[src/rtl/clk_src_pkg.sv]
package clk_src_pkg;
   // field positions of the clock select register
   localparam int MULT_W    = 2;
   localparam int SEL_POS   = 2;
   localparam int BUSY_POS  = 3;
   localparam int WDATA_W   = MULT_W + 1;
   localparam int RDATA_W   = MULT_W + 2;

   typedef logic [MULT_W-1:0] mult_t;
endpackage

[src/rtl/csc_wait_timer.sv]
module csc_wait_timer #(
   parameter int WAIT_LOG2 = 13
) (
   input  logic clk_i,
   input  logic clr_i,
   input  logic start_i,
   output logic busy_o,
   output logic done_o
);
   localparam int CW = WAIT_LOG2;

   logic [CW-1:0] cnt_q;
   logic          busy_q;

   always_ff @(posedge clk_i) begin
      if (clr_i) begin
         busy_q <= 1'b0;
         cnt_q  <= '0;
      end else if (start_i) begin
         busy_q <= 1'b1;
         cnt_q  <= '1;
      end else if (busy_q) begin
         if (cnt_q == '0) busy_q <= 1'b0;
         else             cnt_q  <= cnt_q - 1'b1;
      end
   end

   assign busy_o = busy_q;
   assign done_o = busy_q && (cnt_q == '0) && !start_i;

   AST_WAIT_COUNTS_DOWN: assert property (@(posedge clk_i) disable iff (clr_i)
      (busy_q && cnt_q != '0 && !start_i) |=> (busy_q || clr_i));
endmodule

[src/rtl/csc_clk_en.sv]
module csc_clk_en #(
   parameter int MAIN_DIV = 2
) (
   input  logic clk_i,
   input  logic rst_i,
   input  logic pll_sel_i,
   output logic en_o
);
   localparam int DW = (MAIN_DIV > 2) ? $clog2(MAIN_DIV) : 1;
   localparam logic [DW-1:0] LAST = DW'(MAIN_DIV - 1);

   logic [DW-1:0] div_q;

   generate
      if (MAIN_DIV < 2) begin : g_bad_div
         $error("MAIN_DIV must be at least 2");
      end
   endgenerate

   always_ff @(posedge clk_i) begin
      if (rst_i)              div_q <= '0;
      else if (div_q == LAST) div_q <= '0;
      else                    div_q <= div_q + 1'b1;
   end

   assign en_o = pll_sel_i || (div_q == LAST);

   AST_DIV_EN_GAP: assert property (@(posedge clk_i) disable iff (rst_i)
      (!pll_sel_i && en_o) |=> (!en_o || pll_sel_i));
endmodule

[src/rtl/clk_src_ctrl.sv]
module clk_src_ctrl
   import clk_src_pkg::*;
#(
   parameter int WAIT_LOG2 = 13,
   parameter int MAIN_DIV  = 2
) (
   input  logic               clk_i,
   input  logic               por_i,
   input  logic               wdt_rst_i,
   input  logic               ext_rst_i,
   input  logic               sw_rst_i,
   input  logic               wr_en_i,
   input  logic [WDATA_W-1:0] wr_data_i,
   output logic [RDATA_W-1:0] rd_data_o,
   output logic               pll_sel_o,
   output logic [MULT_W-1:0]  mult_o,
   output logic               tb_clr_o
   ,
   output logic               mclk_en_o
);
   generate
      if (WAIT_LOG2 < 2 || WAIT_LOG2 > 24) begin : g_bad_wait
         $error("WAIT_LOG2 out of range 2..24");
      end
   endgenerate

   logic  sel_q;      // 1 = main clock requested
   mult_t mult_q;
   logic  pll_act_q;
   logic  tb_clr_q;
   logic  busy, done;

   // writes are dropped while an external or software reset is applied
   logic wr_ok, go_pll, go_main, tmr_clr;
   assign wr_ok   = wr_en_i && !ext_rst_i && !sw_rst_i;
   assign go_pll  = wr_ok && sel_q && !wr_data_i[SEL_POS];
   assign go_main = wr_ok && wr_data_i[SEL_POS];
   assign tmr_clr = por_i || wdt_rst_i || go_main;

   csc_wait_timer #(.WAIT_LOG2(WAIT_LOG2)) u_wait (
      .clk_i  (clk_i),
      .clr_i  (tmr_clr),
      .start_i(go_pll),
      .busy_o (busy),
      .done_o (done)
   );

   always_ff @(posedge clk_i) begin
      if (por_i) begin
         sel_q     <= 1'b1;
         mult_q    <= '0;
         pll_act_q <= 1'b0;
         tb_clr_q  <= 1'b0;
      end else if (wdt_rst_i) begin
         sel_q     <= 1'b1;
         pll_act_q <= 1'b0;
         tb_clr_q  <= 1'b0;
      end else begin
         tb_clr_q <= go_pll;
         if (done) pll_act_q <= 1'b1;
         if (wr_ok) begin
            if (sel_q) mult_q <= wr_data_i[MULT_W-1:0];
            sel_q <= wr_data_i[SEL_POS];
            if (wr_data_i[SEL_POS]) pll_act_q <= 1'b0;
         end
      end
   end

   csc_clk_en #(.MAIN_DIV(MAIN_DIV)) u_en (
      .clk_i    (clk_i),
      .rst_i    (por_i),
      .pll_sel_i(pll_act_q),
      .en_o     (mclk_en_o)
   );

   assign rd_data_o = {busy, sel_q, mult_q};
   assign pll_sel_o = pll_act_q;
   assign mult_o    = mult_q;
   assign tb_clr_o  = tb_clr_q;

   AST_PLL_NEEDS_SEL0: assert property (@(posedge clk_i) disable iff (por_i)
      pll_act_q |-> !sel_q);
   AST_NO_PLL_WHILE_BUSY: assert property (@(posedge clk_i) disable iff (por_i)
      busy |-> !pll_act_q);
   AST_TBCLR_SINGLE: assert property (@(posedge clk_i) disable iff (por_i)
      tb_clr_q |=> !tb_clr_q);
   AST_WAIT_WITH_CLEAR: assert property (@(posedge clk_i) disable iff (por_i)
      $rose(busy) |-> tb_clr_q);
   AST_MULT_LOCKED: assert property (@(posedge clk_i) disable iff (por_i)
      !sel_q |=> $stable(mult_q));
   AST_WDT_TO_MAIN: assert property (@(posedge clk_i) disable iff (por_i)
      wdt_rst_i |=> (sel_q && !busy && !pll_act_q));
endmodule

[config.mk]
export PLATFORM = sky130hd
export DESIGN_NAME = clk_src_ctrl
export DESIGN_NICKNAME = d
export VERILOG_FILES = /design/src/rtl/clk_src_pkg.sv /design/src/rtl/csc_wait_timer.sv /design/src/rtl/csc_clk_en.sv /design/src/rtl/clk_src_ctrl.sv
export SDC_FILE = /design/constraint.sdc
export NUM_CORES = 1
export LEC_CHECK = 0
export ABC_AREA = 1
export BUFFER_PORTS_ARGS = -buffer_cell sky130_fd_sc_hd__clkbuf_2
export CAP_MARGIN = 20
export CORE_MARGIN = 2
export CORE_UTILIZATION = 45
export DETAILED_ROUTE_END_ITERATION = 8
export HOLD_SLACK_MARGIN = 0.15
export PLACE_DENSITY = 0.63
export SKIP_CTS_REPAIR_TIMING = 1
export SYNTH_ARGS = -nofsm -noshare
export SYNTH_HDL_FRONTEND = slang
export SYNTH_SLANG_ARGS = --single-unit
[constraint.sdc]
create_clock -name clk_i -period 2.72 [get_ports clk_i]
set_input_delay 0.136 -clock clk_i [delete_from_list [all_inputs] [get_ports clk_i]]
set_output_delay 0.136 -clock clk_i [all_outputs]
set_load 0.1 [all_outputs]
Word level (Yosys, flattened, before mapping) --
Cells that the tools add are included.
Operators by class: add/sub/neg operators 2, eq/ne operators 1, mux-type cells 9, reductions and logical operators 20, bitwise logic cells 1
Operators with widths (number):
- two-way mux 13 bit | 3
- zero test 13 bit | 1
- subtractor 13 x 1 -> 13 bit (second input constant) | 1
- logical AND 1 bit | 7
- two-way mux 1 bit | 6
- zero test 1 bit | 4
- OR reduction 2 bit | 2
- logical OR 1 bit | 3
- AND reduction 3 bit | 1
- != test 2 x 1 -> 1 bit (second input constant) | 1
- AND reduction 2 bit | 1
- nonzero test 2 bit | 1
- adder 1 bit (second input constant) | 1
- NOT 1 bit | 1
Storage, ports and cells: output and inout bits 9, input bits 9, word-level logic and storage cells 40, register bits 20

Logic depth before layout (Yosys ltp) --
depth after elaboration 10, mapped depth 10, mapped depth without buffers 9

By module --
From an unflattened synthesis, not the netlist that was laid out.
Second synthesis, totals: cell total of the unflattened synthesis 186, area, all modules 1232.4 um^2
By module, submodules not included:
- csc_wait_timer | sequential area each 280.3 um^2, instances 1, area each 909.6 um^2, cells each 143
- clk_src_ctrl | sequential area each 100.1 um^2, instances 1, area each 287.8 um^2, cells each 38
- csc_clk_en | sequential area each 20.0 um^2, instances 1, area each 35.0 um^2, cells each 5

Worst setup path before layout --
Ideal clock, no wire load.
path kind flip-flop to output port, start reg pll_act_q, in the netlist pll_sel_o, end out mclk_en_o, slack 1.064 ns, required time 2.584 ns, cell stages (with the launch flop) 2, buffers on the path 0, arrival 1.520 ns, path through dfxtp_1 -> or2_2
On the way: word-level cells in the longest chain between the ends 1
Ends and longest elaborated chain:
- from (decl) | line clk_src_ctrl.sv:29 | logic pll_act_q;
- from (signal assigned) | line clk_src_ctrl.sv:52 | pll_act_q <= 1'b0;
- from (signal assigned) | line clk_src_ctrl.sv:56 | pll_act_q <= 1'b0;
- from (signal assigned) | line clk_src_ctrl.sv:60 | if (done) pll_act_q <= 1'b1;
- logical OR 1 bit | line csc_clk_en.sv:26 | assign en_o = pll_sel_i || (div_q == LAST);
- to (decl) | line clk_src_ctrl.sv:19 | output logic mclk_en_o
Every way passes these cells.

Final worst setup path --
start reg u_wait.cnt_q[0], end reg u_wait.cnt_q[9]
On the way: word-level cells in the longest chain between the ends 4, elaborated cells between the ends (all ways) 7, classes of those cells add/sub (1); eq/ne (1); mux (3); reduce/logical (2)
Ends and longest elaborated chain:
- from (decl) | line csc_wait_timer.sv:12 | logic [CW-1:0] cnt_q;
- from (signal assigned) | line csc_wait_timer.sv:24 | else cnt_q <= cnt_q - 1'b1;
- subtractor 13 x 1 -> 13 bit | line csc_wait_timer.sv:24
- two-way mux 13 bit | line csc_wait_timer.sv:23 | if (cnt_q == '0) busy_q <= 1'b0;
- two-way mux 13 bit | line csc_wait_timer.sv:22 | end else if (busy_q) begin
- two-way mux 13 bit | line csc_wait_timer.sv:19 | end else if (start_i) begin
Parallel ways exist; a longest one is shown, timed or not. The select of a mux whose other input is x is not followed. A chain may end at the register's enable or synchronous reset.

==> flow_summary.toml <==
[run_status]
status = "complete, no violations"

[worst_setup_path]
critPathMaxStageDelay_ns = 0.33
startpoint_type = "flop"
rr_endpoint = "u_wait.cnt_q[9]$_SDFFE_PP0P_"
cp.buffers_inverters = 1
worstPathRequired_ns = 2.90
r2r-start = "u_wait.cnt_q[0]$_SDFFE_PP0P_"
rrSetupSlack_ns = 1.07
crit_path_cell_trace = "inv_1, ha_1, nand2_1, nor2_4, nand2_2, nand2_4, nand2_2, nand2_1, a21oi_1"
reg2reg_depth = 9
critPathTopFamily = "simple AND/OR/NAND/NOR gates"
critPathArrivalTime_ns = 1.83
crit_slowest_cell = "dfxtp_1"
critPathKind = "flop to flop"
crit_path_end_kind = "flop"
critPathMaxFanout = 15

[finish]
fillCellCount = 248
area.growth.synth_to_final_pct = 11.2
antenna_cells = 0
final_area_um2 = 1280
finalNonFillerCells = 218
drive_above_1_share = 0.160
fin_nets = 201
final_util = 0.521

[logic_synthesis]
synth_area_um2 = 1150
async_flop_share = 0
syn_nets = 183
ys_types = 24
seq_area_frac_synth = 0.348
synth.avg_cell_area_um2 = 6.69
ys_seq_elements = 20
synthCells = 172
synth-edff-count = 0
ys.flop_type = "dfxtp_1"
synth_warnings = 0

[timing]
fmax_mhz = 604
finalSetupTns_ns = 0
final_hold_viol_count = 0
maxSlewViolCount = 0
fin_crit_ns = 1.65
timing.final.crit_share = 0.608
finalSetupViolCount = 0
worstMarginPinSlew_ns = 0.545
clock_skew_ns = 0.00259
max_slew_margin = 0.638
rsz0062_at_grt = "false"

[run]
drv_cap = 0

[clock_tree]
clockBufferDepth = 2
clock_sinks = 20
cts_tree = "done"
clk_pin_slew_ns = 0.11
numCtsBuffers = 3
cts-root-buf = "clkbuf_4"
clkLatencyLatePin_ns = 0.30
cts.htree.levels = 1

[power_and_ir_drop]
p_leak_nw = 0.590
finalPower_uw = 549
ir_drop_uv = 255
p_per_area_nw_per_um2 = 429

[hold_path]
holdPathEnd = "tb_clr_o$_SDFF_PP0_"
min_path_cells = 4
hold_start = "wdt_rst_i"
hold_path.class = "input pin to flop"

[die]
core-area_um2 = 2450
rows = 18
die-area_um2 = 2980
die_y_um = 54.6
ios = 18
start_util = 0.468
die_w_um = 54.6

[place]
placed_cell_area_um2 = 1210
port-buffer-count = 17
place_inst = 210
dp_hpwl_um = 1740
gp_congestion = 0.782

[grt]
track_usage = 0.185
antenna_found_initial = 0
overflow = 0
grt_start_max_net_pins = 17
grt_pass1_wl_um = 3940
grt_pass1_vias = 923

[drt]
drt_pass1_iterations = 4
drc = 0
drt-initial-drc-count = 36
drt.antenna.violating_nets = 0
vias = 1132
via_per_inst = 5.19
totalWireLength_um = 2450
wl_per_cell_um = 11.2
## registers in the layout (all words and copies together), names as in the netlist
signal / count
u_wait.cnt_q: 13
tb_clr_o: 1
pll_sel_o: 1
u_en.div_q: 1
u_wait.busy_o: 1
mult_o: 2
sel_q: 1
## power by group
part	internal, mW	switching, mW
Clock	0.0517	0.0873
Sequential	0.298	0.00490
Combinational	0.0370	0.0703
Total	0.387	0.162
## stage by stage
stage	setup WS [ns]	hold slack, ns
floorplan	1.06	0.203
global placement	1.12	0.343
detailed placement	1.08	0.355
CTS	1.06	0.0203
global route	0.882	0.152
finish	1.07	0.114
## cells in the mapped netlist (2+ instances only)
master    number  area [um^2]
nand3_1       29          145
nand2_2        3         18.8
inv_1         14         52.6
nand4_1        2         12.5
o21ai_0        3         15.0
nor2_1        17         63.8
or2_1          2         12.5
dfxtp_1       20          400
buf_4          5         37.5
buf_6          2         22.5
nor2_2         2         12.5
ha_1           2         25.0
buf_2          2         10.0
nand3b_1       2         15.0
a21oi_1       17         85.1
nand2_1       42          158
## cells by family (layout without fill, tap and decap cells)
| logic type | after synthesis | after routing | synth area share |
|---|---|---|---|
| and+or+nand+nor | 103 | 103 | 0.417 |
| buffers and inverters | 25 | 41 | 0.113 |
| AOI/OAI and AO/OA | 21 | 21 | 0.0925 |
| DFF | 20 | 20 | 0.348 |
| adders and majority gates | 2 | 2 | 0.0218 |
| xor gates and xnor gates | 1 | 1 | 0.00762 |
## per-layer routing
| layer | global-route usage | wire length (um) | vias to the layer above |
|---|---|---|---|
| met2 | 0.307 | 1150 | 17 |
| met3 | 0.0328 | 69 | 5 |
| met1 | 0.226 | 1180 | 523 |
| li1 | - | - | 587 |
| met4 | 0.0958 | 43 | 0 |
| met5 | 0 | 0 | - |
## how the worst max path moves through the flow
stage / from / to / slack (ns) / cells after the start
finish: u_wait.cnt_q[0]$_SDFFE_PP0P_ / u_wait.cnt_q[9]$_SDFFE_PP0P_ / 1.07 / 9
global route: u_wait.cnt_q[0]$_SDFFE_PP0P_ / u_wait.cnt_q[8]$_SDFFE_PP0P_ / 0.88 / 9
CTS: u_wait.cnt_q[0]$_SDFFE_PP0P_ / u_wait.cnt_q[7]$_SDFFE_PP0P_ / 1.06 / 9
detailed placement: u_wait.cnt_q[0]$_SDFFE_PP0P_ / u_wait.cnt_q[6]$_SDFFE_PP0P_ / 1.08 / 9
global placement: u_wait.cnt_q[0]$_SDFFE_PP0P_ / u_wait.cnt_q[5]$_SDFFE_PP0P_ / 1.12 / 9
floorplan: pll_sel_o$_SDFF_PP0_ / mclk_en_o / 1.06 / 1
## worst min-delay path, stage by stage
cell and delay [ns]:
clkbuf_2 0.09, nor2_1 0.04, inv_1 0.06, nor2_1 0.05
## final cells by class
| cell class | count | area, um^2 | share of cell area |
|---|---|---|---|
| Multi-Input combinational cell | 127 | 619 | 0.484 |
| Clock buffer | 3 | 22.5 | 0.0176 |
| Sequential cell | 20 | 400 | 0.313 |
| Timing Repair Buffer | 23 | 143 | 0.112 |
| Tap cell | 30 | 37.5 | 0.0294 |
| Inverter | 15 | 56.3 | 0.0440 |
## placed cells by master, fill, tap and decap left out
cell / n
inv_1: 14
nand2_4: 1
a31oi_1: 1
clkinv_1: 1
or2_2: 1
nor2_4: 1
nand4_1: 2
xnor2_1: 1
o21ai_0: 3
or2_1: 2
clkbuf_4: 3
nor2_2: 2
nand3b_1: 2
buf_4: 1
dlygate4sd3_1: 5
nand2_1: 42
nand3_1: 29
ha_1: 2
nand2_2: 3
clkbuf_2: 17
dfxtp_1: 20
a21oi_1: 17
nor3b_2: 1
nor2_1: 17
(Power assumes the default switching activity.)
